===== config.mk =====
export PLATFORM = sky130hd
export DESIGN_NAME = tmr_channel
export DESIGN_NICKNAME = d
export VERILOG_FILES = /design/src/rtl/tmr_channel.sv
export SDC_FILE = /design/constraint.sdc
export NUM_CORES = 1
export LEC_CHECK = 0
export ABC_AREA = 0
export BUFFER_PORTS_ARGS = -buffer_cell sky130_fd_sc_hd__buf_4
export CAP_MARGIN = 20
export CORE_AREA = 2 2 61 63
export CTS_CLUSTER_DIAMETER = 40
export DETAILED_ROUTE_END_ITERATION = 10
export DIE_AREA = 0 0 63 65
export MAX_ROUTING_LAYER = met4
export PLACE_DENSITY = 0.79
export SLEW_MARGIN = 20
export SYNTH_ARGS = -nofsm -noshare
export SYNTH_HDL_FRONTEND = slang
export SYNTH_SLANG_ARGS = --single-unit

===== constraint.sdc =====
create_clock -name clk -period 4.4 [get_ports clk]
set_input_delay 1.32 -clock clk [delete_from_list [all_inputs] [get_ports clk]]
set_output_delay 1.32 -clock clk [all_outputs]
set_load 0.02 [all_outputs]

===== src/rtl/tmr_channel.sv =====
module tmr_channel #(
  parameter int PRESCALE    = 12,
  parameter int SYNC_STAGES = 2
) (
  input  logic       clk,
  input  logic       rst_n,
  input  logic       run_en,
  input  logic       gate_en,
  input  logic       count_sel,
  input  logic [1:0] mode,
  input  logic       evt_pin,
  input  logic       gate_pin,
  input  logic       lo_we,
  input  logic [7:0] lo_wdata,
  input  logic       hi_we,
  input  logic [7:0] hi_wdata,
  output logic [7:0] lo_q,
  output logic [7:0] hi_q,
  output logic       ovf_pulse
);
  localparam int PW = $clog2(PRESCALE);

  logic [PW-1:0]          phase;
  logic [SYNC_STAGES-1:0] evt_sr, gate_sr;
  logic                   evt_prev;
  logic                   tick, evt_s, gate_s, evt_fall, enabled, step, wrap;
  logic [7:0]             nlo, nhi;
  logic [13:0]            sum13;
  logic [16:0]            sum16;
  logic [8:0]             sum8;

  assign tick     = (phase == PW'(PRESCALE - 1));
  assign evt_s    = evt_sr[SYNC_STAGES-1];
  assign gate_s   = gate_sr[SYNC_STAGES-1];
  assign evt_fall = tick & evt_prev & ~evt_s;
  assign enabled  = run_en & (~gate_en | gate_s);
  assign step     = enabled & (count_sel ? evt_fall : tick) & (mode != 2'b11) & ~lo_we & ~hi_we;

  assign sum13 = {1'b0, hi_q, lo_q[4:0]} + 14'd1;
  assign sum16 = {1'b0, hi_q, lo_q} + 17'd1;
  assign sum8  = {1'b0, lo_q} + 9'd1;

  always_comb begin
    nlo  = lo_q;
    nhi  = hi_q;
    wrap = 1'b0;
    case (mode)
      2'b00: begin
        nlo  = {lo_q[7:5], sum13[4:0]};
        nhi  = sum13[12:5];
        wrap = sum13[13];
      end
      2'b01: begin
        {nhi, nlo} = sum16[15:0];
        wrap       = sum16[16];
      end
      2'b10: begin
        nlo  = sum8[8] ? hi_q : sum8[7:0];
        wrap = sum8[8];
      end
      default: ;
    endcase
  end

  always_ff @(posedge clk) begin
    if (!rst_n) begin
      phase     <= '0;
      evt_sr    <= '0;
      gate_sr   <= '0;
      evt_prev  <= 1'b0;
      lo_q      <= '0;
      hi_q      <= '0;
      ovf_pulse <= 1'b0;
    end else begin
      phase     <= tick ? '0 : phase + PW'(1);
      evt_sr    <= {evt_sr[SYNC_STAGES-2:0], evt_pin};
      gate_sr   <= {gate_sr[SYNC_STAGES-2:0], gate_pin};
      if (tick) evt_prev <= evt_s;
      ovf_pulse <= step & wrap;
      if (lo_we) lo_q <= lo_wdata;
      if (hi_we) hi_q <= hi_wdata;
      if (step) begin
        lo_q <= nlo;
        hi_q <= nhi;
      end
    end
  end
endmodule


==> results.cfg, run 1 <==
[run_status]
outcome = finished clean

[logic_synthesis]
yosysTopAreaCellShare_pct = 28.8
netlist_area_um2 = 1800
synth_fa_ha_area_share_pct = 4.16
syn_inst = 212
yosys.area.top_type = dfxtp_1
synth_compound_area_share_pct = 32.9
synth-edff-count = 0
synth_top_family_by_area = compound AO/OA/AOI/OAI gates
ys_ff_latch = 26
yosysWarnings = 0
synth_cell_types = 61
avgSynthCellArea_um2 = 8.51
synth-simple-area-share_pct = 23.6
synthFlopType = dfxtp_1
async_flop_share_pct = 0
synthesis.nets = 245
synth_commonest_cells = 26 x dfxtp_1, 17 x a21oi_1, 14 x nand2_1
synth.yosys.seq_area_share_pct = 28.8
synth.area.mux_share_pct = 3.47
synth_area_leaders = dfxtp_1 29%, a21oi_1 4.7%, ha_1 4.2%
synth_xor_area_share_pct = 2.91
synth.most_common_cell = dfxtp_1

[drt]
ant_nets = 0
wl_per_cell_um = 15.8
drcViolationCount = 0
drt-vias-per-instance = 6.15
initialDrtViolationCount = 140
finalWirelength_mm = 4.71
drtPass1Iterations = 4
vias = 1833

[place]
dp_hpwl_mm = 3.43
portBuffers = 43
place_congestion = 0.946
post_dp_cell_area_um2 = 2150

[clock_tree]
cts-buffers-inserted = 3
root_buffer = clkbuf_4
cts_max_path_buffers = 2
post_cts_resized = 0
clk_pin_slew_worst_paths_ns = 0.15
cts_tree = yes
post_cts_buffers = 0
htree_levels = 1
worst_skew_pair.late_latency_ns = 0.33
cts_sinks = 26
cts_hold_buf = 0

[power]
swShare_pct = 28.7
ir_worst_vdd_uv = 138
leakage_nw = 0.900
combPwrFrac_pct = 20.7
p_switching_uw = 160
power.share.sequential_pct = 48.5
totalPowerFinal_uw = 557
intPower_uw = 397
powerDensity_nw_per_um2 = 253
p_clk_share_pct = 30.7

[timing]
rsz0062_at_grt = false
slew_headroom_pct = 33.7
finalSetupViolCount = 0
worst_pin_slew_ns = 0.995
finalHoldViolCount = 0
max_freq_ghz = 0.341
period_share_pct = 66.6
skew_ns = 0.00403
fin_hold_ws_ns = 0.463
finalCriticalPeriod_ns = 2.93
drv_slew = 0
tns_ns = 0

[setup_path]
worst-setup-path-type = primary input to register
reg2reg_setup_slack_ns = 2.05
end_kind = register
critPathMostFrequentCell = inv_1
cp_slowest_stage_delay_ns = 0.45
r2r_start = lo_q[0]$_SDFFE_PN0P_
worst_path_max_delay_cell = or3_4
timing.rr.end = hi_q[6]$_SDFFE_PN0P_
worstPathCellList = buf_4 > inv_1 > ha_1 > inv_1 > or3_4 > a2111oi_2 > nor3_1 > a22o_1
reg2reg_depth = 6
cp-start-kind = primary input
path_max_fanout = 9
worstPathArrival_ns = 3.18
cp.required_ns = 4.65

[finish]
drive_above_1_share_pct = 27.6
final_util_pct = 62.9
fin_nets = 284
postLayoutCellArea_um2 = 2200
num-fill-cells = 324
syn2layout_area_growth_pct = 21.9
diodes = 0

[global_routing]
grt_max_degree = 31
grt_pass1_wl_mm = 7.87
overflow = 0
grt.total_usage_pct = 24.5
antenna_found_initial = 0
grt_pass1_vias = 1674

[hold_path]
min_path_type = register to register
hold_start = evt_sr[0]$_SDFF_PN0_
whs_path_depth = 1
hold_end = evt_sr[1]$_SDFF_PN0_

[floorplanning]
coreArea_um2 = 3500
num_io_pins = 44
die_area_um2 = 4100
die_x_um = 63
die_y_um = 65
start_util_pct = 51.6
row_count = 22

[job]
cap_violations = 0
==> stage by stage <==
step / instances / setup slack (ns)
final: 298 / 1.47
after floorplan: 212 / 1.43
after global placement: 294 / 1.17
after detailed placement: 294 / 1.13
after CTS: 298 / 1.50
after global routing: 298 / 1.33
==> power groups by stage <==
stage,Sequential (mW),Combinational (mW),Clock [mW]
after floorplan,0.281,0.0562,0
after CTS,0.269,0.114,0.174
after global placement,0.274,0.113,0
after detailed placement,0.275,0.114,0
after global routing,0.273,0.126,0.183
final,0.270,0.115,0.171
==> cells in the final DEF (no fill, tap or decap), types with 2 or more instances in the layout <==
cell type	synthesis	layout
o21ai_1	2	2
o22ai_1	2	2
a21oi_1	17	17
or2_2	3	3
nor3_1	3	3
clkbuf_4	0	3
and2_1	6	6
o2111ai_1	2	2
ha_1	6	6
o211a_1	3	3
nor2b_1	4	4
and3_1	4	4
a22oi_1	2	2
a31o_2	2	2
nand3_1	7	7
xnor2_1	3	3
a31oi_1	7	7
dfxtp_1	26	26
nand2_1	14	14
or3_4	2	2
o221ai_1	2	2
o21a_1	7	7
mux2i_1	4	4
mux2_2	2	2
o21ai_0	13	13
xor2_1	3	3
nor4_1	3	3
a211o_1	3	3
nor2_1	10	10
inv_1	9	9
nor3_2	3	3
nand4_1	2	2
a21boi_1	2	2
buf_4	1	43
==> area by class of cell <==
| class | instances | area [um2] | share of cell area, % |
|---|---|---|---|
| Sequential cell | 26 | 520 | 23.7 |
| Clock inverter | 1 | 30.0 | 1.37 |
| Inverter | 9 | 33.8 | 1.54 |
| Clock buffer | 3 | 22.5 | 1.02 |
| Timing Repair Buffer | 43 | 323 | 14.7 |
| Tap cell | 48 | 60.1 | 2.73 |
| Multi-Input combinational cell | 168 | 1210 | 55.0 |
==> worst max-delay path: cells and delay by family <==
| kind | cells | cell delay (ns) |
|---|---|---|
| AND/OR/NAND/NOR | 2 | 0.53 |
| buffers and inverters | 3 | 0.33 |
| AO/OA/AOI/OAI | 2 | 0.66 |
| adder cells (fa/ha/maj) | 1 | 0.33 |
==> registers in the layout, summed over array words and instances, names as in the netlist <==
signal and count:
hi_q 8, lo_q 8, evt_sr 2, evt_prev 1
ovf_pulse 1, phase 4, gate_sr 2
==> routing by layer <==
| layer | wire length [um] | GRT usage (%) |
|---|---|---|
| met1 | 2110 | 33.9 |
| met2 | 2070 | 35.0 |
| met3 | 418 | 3.99 |
| met4 | 113 | 10.8 |
| met5 | 0 | - |
==> worst max-delay path by stage <==
stage / start / endpoint / slack (ns) / cells after the start
2_1_floorplan: mode[1] / hi_q[6]$_SDFFE_PN0P_ / 1.43 / 8
3_3_place_gp: mode[1] / hi_q[6]$_SDFFE_PN0P_ / 1.17 / 8
3_5_place_dp: mode[1] / hi_q[6]$_SDFFE_PN0P_ / 1.13 / 8
4_1_cts: mode[1] / hi_q[6]$_SDFFE_PN0P_ / 1.50 / 8
5_1_grt: mode[1] / hi_q[7]$_SDFFE_PN0P_ / 1.33 / 8
6_report: mode[1] / hi_q[6]$_SDFFE_PN0P_ / 1.47 / 8
==> kinds of logic (layout without fill, tap and decap cells) <==
kind of cell / count (synthesis) / in the layout
adder cells (fa/ha/maj): 6 / 6
flip-flops: 26 / 26
buffers and inverters: 18 / 56
AO/OA/AOI/OAI: 80 / 80
multiplexers: 6 / 6
XOR/XNOR: 6 / 6
AND/OR/NAND/NOR: 70 / 70
Note: power is estimated with default switching activity, not from simulation.
==> inputs of run 2 (changes only) <==
ABC_AREA = 1   (was 0)
CORE_AREA = 2 2 64 66   (was 2 2 61 63)
DIE_AREA = 0 0 66 68   (was 0 0 63 65)
PLACE_DENSITY = 0.78   (was 0.79)
clock period = 2.7 ns   (was 4.4 ns; I/O delays follow)
==> run 2 against run 1 <==
Sequential share of layout area is 2.3 points lower. Die area is 9.6% higher. Global-route usage is 0.73 points higher. Via count is 17% higher. Combinational power is 86% higher. Sequential cell count stayed put. Critical endpoint is now hi_q[4]$_SDFFE_PN0P_. Largest cell class unchanged. Largest power group unchanged. Highest routed layer unchanged.
==> results.cfg, run 2 <==
[run_status]
outcome = finished clean

[drt]
drcViolationCount = 0
routed-wl-met3_um = 266
vias = 2153
finalWirelength_mm = 5.01
drt-vias-per-instance = 4.98
ant_nets = 0
dr_wl_met2_mm = 2.37
met1_length_mm = 2.34
routed.top_layer = met4
drtPass1Iterations = 4
initialDrtViolationCount = 123
wl_per_cell_um = 11.6

[setup_path]
cp-start-kind = primary input
worstPathCellList = buf_4 > ha_1 > inv_1 > nand3_1 > nor2_1 > nand2_1 > nor2_4 > buf_4 > nand3_1 > o21ai_0 > nor2_1
worst_path_max_delay_cell = buf_4
end_kind = register
worstPathArrival_ns = 2.16
path_max_fanout = 10
worst-setup-path-type = primary input to register
cp_slowest_stage_delay_ns = 0.22
reg2reg_depth = 8
cp.required_ns = 2.87

[global_routing]
grt.total_usage_pct = 25.2
grt_pass1_vias = 1941
antenna_found_initial = 0
grt_max_degree = 16
overflow = 0
grt_pass1_wl_mm = 8.67

[finish]
syn2layout_area_growth_pct = 21.4
drive_above_1_share_pct = 20.7
layout_commonest_cell = nand2_1
fin_nets = 416
postLayoutCellArea_um2 = 2430
num-fill-cells = 409
diodes = 0
final_cell_mix = 90 x nand2_1, 53 x nor2_1, 45 x inv_1, 45 x buf_4
top_regs = hi_q (8), lo_q (8), phase (4)

[hold_path]
min_path_type = register to register
whs_path_depth = 2

[clock_tree]
post_cts_buffers = 0
cts_max_path_buffers = 2
worst_skew_pair.late_latency_ns = 0.28
root_buffer = clkbuf_8
htree_levels = 1
post_cts_resized = 0
cts_hold_buf = 0
clk_pin_slew_worst_paths_ns = 0.09
cts_tree = yes
cts_sinks = 26
cts-buffers-inserted = 3

[timing]
tns_ns = 0
finalCriticalPeriod_ns = 1.99
skew_ns = 0.0132
rsz0062_at_grt = false
finalHoldViolCount = 0
worst_pin_slew_ns = 0.417
drv_slew = 0
max_freq_ghz = 0.502
period_share_pct = 73.7
fin_ws_ns = 0.710
finalSetupViolCount = 0
slew_headroom_pct = 72.0

[logic_synthesis]
ys_ff_latch = 26
synth_commonest_cells = 90 x nand2_1, 53 x nor2_1, 45 x inv_1
synth-edff-count = 0
yosysTopAreaCellShare_pct = 26.0
netlist_area_um2 = 2000
yosys.area.top_type = dfxtp_1
synth.yosys.seq_area_share_pct = 26.0
syn_inst = 337
synthesis.nets = 370
synth_cell_types = 28
synthFlopType = dfxtp_1
synth.most_common_cell = nand2_1
avgSynthCellArea_um2 = 5.94
synth_area_leaders = dfxtp_1 26%, nand2_1 17%, nor2_1 9.9%
yosysWarnings = 0
async_flop_share_pct = 0

[power]
powerDensity_nw_per_um2 = 376
ir_worst_vdd_uv = 261
leakage_nw = 1.20

[floorplanning]
num_io_pins = 44
die_y_um = 68
die_x_um = 66
row_count = 23
coreArea_um2 = 3860
die_area_um2 = 4490
start_util_pct = 51.9

[place]
dp_hpwl_mm = 3.95
portBuffers = 43
post_dp_cell_area_um2 = 2380
place_congestion = 0.921
pre_cts_ws_ns = 0.424

[job]
cap_violations = 0
-- run 2: per-stage QoR --
stage | cells | hold WS, ns | util [%] | power (mW)
after floorplan | 337 | 0.390 | - | 0.574
after global placement | 428 | 0.392 | 61.6 | 0.658
after detailed placement | 428 | 0.402 | 61.6 | 0.662
after CTS | 432 | 0.424 | 63.0 | 0.920
after global routing | 432 | 0.462 | 63.0 | 0.968
final | 432 | 0.419 | 63.0 | 0.914
-- run 2: logic make-up (layout without fill, tap and decap cells) --
kind of cell / Yosys count / after routing / synth area share [%]
XOR/XNOR: 6 / 6 / 2.62
adder cells (fa/ha/maj): 6 / 6 / 3.75
buffers and inverters: 55 / 100 / 10.9
AND/OR/NAND/NOR: 202 / 202 / 45.3
AO/OA/AOI/OAI: 42 / 42 / 11.4
flip-flops: 26 / 26 / 26.0
-- run 2: power breakdown --
part	total [mW]	leakage, nW	switching (mW)	internal (mW)
clock network	0.261	0.0288	0.131	0.131
registers	0.439	0.215	0.0328	0.406
logic	0.214	0.957	0.120	0.0938
-- run 2: path summary, 6_finish.rpt --
kind                        start              endpoint  slack (ns)
max                       mode[0]  hi_q[4]$_SDFFE_PN0P_        0.71
min reg2reg  evt_sr[0]$_SDFF_PN0_  evt_sr[1]$_SDFF_PN0_        0.42
max reg2reg  lo_q[0]$_SDFFE_PN0P_  lo_q[3]$_SDFFE_PN0P_        0.87
min          evt_sr[0]$_SDFF_PN0_  evt_sr[1]$_SDFF_PN0_        0.42
-- run 2: worst max-delay path: cells and delay by family --
kind	cells	cell delay, ns
buf+inv	3	0.43
simple gates	6	0.59
fa+ha+maj	1	0.19
compound gates	1	0.14
-- run 2: cell type report --
| cell class | count | area [um2] | share of cell area [%] |
|---|---|---|---|
| inverter | 51 | 191 | 7.87 |
| clock buffer | 4 | 55.1 | 2.26 |
| tap | 50 | 62.6 | 2.57 |
| timing repair buffer | 45 | 338 | 13.9 |
| multi-input combinational | 256 | 1260 | 52.0 |
| sequential | 26 | 520 | 21.4 |
-- run 2: routing by layer --
metal | up-vias | track usage [%]
met3 | 4 | 2.63
met5 | - | -
met2 | 57 | 44.1
met1 | 944 | 32.4
li1 | 1148 | -
met4 | 0 | 3.83
==> inputs of run 3 (changes only) <==
CORE_AREA = 2 2 67 69   (was 2 2 64 66)
DIE_AREA = 0 0 69 71   (was 0 0 66 68)
PLACE_DENSITY = 0.75   (was 0.78)
clock period = 1.8 ns   (was 2.7 ns; I/O delays follow)
==> run 3 against run 2 <==
Setup slack worse by 0.59 ns. Sequential cell count unchanged. Die area up 9.2%. Largest power group unchanged. Non-clock buffer count up 16. Clock skew down 0.0036 ns. Via count up 5.2%. Critical path type is now register to register. Sequential power up 49%. Final area up 6.4%. Hold slack better by 0.0013 ns. Count of clock-buffer cells in the layout down 1. Utilization down 1.5 points. Clock power up 92%. Highest routed layer unchanged.
==> results.cfg, run 3 (synthesis results as in run 2) <==
[global_routing]
grt_pass1_vias = 2027
antenna_found_initial = 0
grt.total_usage_pct = 22.2
grt_pass1_wl_mm = 8.77
overflow = 0
grt_max_degree = 16

[clock_tree]
clk_pin_slew_worst_paths_ns = 0.10
post_cts_buffers = 0
cts-buffers-inserted = 3
cts_tree = yes
htree_levels = 1
cts_hold_buf = 0
worst_skew_pair.late_latency_ns = 0.28
cts_sinks = 26
cts_max_path_buffers = 2
root_buffer = clkbuf_8

[hold_path]
min_path_type = register to register
hold_end = gate_sr[1]$_SDFF_PN0_
hold_start = gate_sr[0]$_SDFF_PN0_
whs_path_depth = 2

[timing]
period_share_pct = 93.5
fin_hold_ws_ns = 0.420
finalHoldViolCount = 0
skew_ns = 0.00957
finalCriticalPeriod_ns = 1.68
worst_pin_slew_ns = 0.351
rsz0062_at_grt = true
drv_slew = 0
max_freq_ghz = 0.594
finalSetupViolCount = 0
slew_headroom_pct = 76.4

[floorplanning]
row_count = 24
coreArea_um2 = 4200
num_io_pins = 44
start_util_pct = 47.6
die_y_um = 71
die_area_um2 = 4900
die_x_um = 69

[finish]
syn2layout_area_growth_pct = 29.2
fin_cells = 450
diodes = 0
top_regs = hi_q (8), lo_q (8), phase (4)
fin_nets = 432
final_cell_mix = 90 x nand2_1, 61 x buf_4, 53 x nor2_1
layout_commonest_cell = nand2_1
drive_above_1_share_pct = 24.6
final_util_pct = 61.5

[drt]
drcViolationCount = 0
wl_per_cell_um = 11.5
vias = 2265
initialDrtViolationCount = 138
ant_nets = 0
drt-vias-per-instance = 5.03
finalWirelength_mm = 5.19
drtPass1Iterations = 4

[setup_path]
reg2reg_setup_slack_ns = 0.12
timing.rr.end = lo_q[1]$_SDFFE_PN0P_
worstPathArrival_ns = 1.86
end_kind = register
cp-start-kind = register
cp.required_ns = 1.98
worst-setup-path-type = register to register
r2r_start = lo_q[1]$_SDFFE_PN0P_
worstSetupStartpoint = lo_q[1]$_SDFFE_PN0P_
reg2reg_depth = 10
path_max_fanout = 8

[place]
place_congestion = 0.921
dp_hpwl_mm = 4.09
placed_cells = 446
portBuffers = 43

[power]
totalPowerFinal_mw = 1.50
leakage_nw = 1.29
ir_worst_vdd_uv = 369
powerDensity_nw_per_um2 = 581

[job]
cap_violations = 0

[run_status]
outcome = finished clean
## run 3: changes by cell type in the layout (fill, tap and decap cells not counted), sizes merged
| cell | previous run | this run |
|---|---|---|
| buf | 45 | 61 |
| bufinv | 0 | 1 |
| clkbuf | 4 | 3 |
## run 3: per-stage QoR
step                      setup slack (ns)  area [um2]  setup TNS, ns
final                                0.117        2590              0
after global routing              -0.00269        2590       -0.00269
after CTS                           0.0653        2570              0
after detailed placement            -0.205        2500          -1.96
after global placement              -0.143        2500          -1.29
after floorplan                      0.110        2000              0
## run 3: how the worst max path moves through the flow
| stage | to | depth (start not counted) |
|---|---|---|
| 6_report | lo_q[1]$_SDFFE_PN0P_ | 10 |
| 5_1_grt | hi_q[4]$_SDFFE_PN0P_ | 11 |
| 4_1_cts | lo_q[1]$_SDFFE_PN0P_ | 10 |
| 3_5_place_dp | lo_q[1]$_SDFFE_PN0P_ | 12 |
| 3_3_place_gp | lo_q[0]$_SDFFE_PN0P_ | 12 |
| 2_1_floorplan | lo_q[0]$_SDFFE_PN0P_ | 10 |
## run 3: metal layers
metal,global-route usage [%],part of all wire [%],vias to the layer above
met5,-,0,-
met4,8.50,1.7,0
met3,2.99,5.0,8
met2,38.6,48,63
met1,26.0,45,1013
li1,-,-,1181
## run 3: what timing repair did
item                       4_1_cts  5_1_grt
gates resized for setup          0        6
setup endpoints to repair        0        8
hold endpoints to repair         0        0
## run 3: critical path: stages, from the launching register on
cell and delay [ns]:
dfxtp_2 0.38, ha_1 0.21, nand3_2 0.16, nor2_4 0.19, nand2_4 0.12, o21ai_0 0.16
o21ai_0 0.10, nand2_1 0.07, nor2_1 0.04, nor2_1 0.10, nor2_1 0.05
## run 3: power by group
part,switching (mW),internal [mW]
Combinational,0.192,0.159
Clock,0.202,0.298
Sequential,0.0429,0.610
## run 3: cell type report
type                    count  area, um2
well taps                  52       65.1
clock buffers               3       41.3
multi-input cells         256       1280
repair buffers             61        458
flip-flops and latches     26        523
inverters                  51        194
clock inverters             1       30.0
fillers                   416       1620
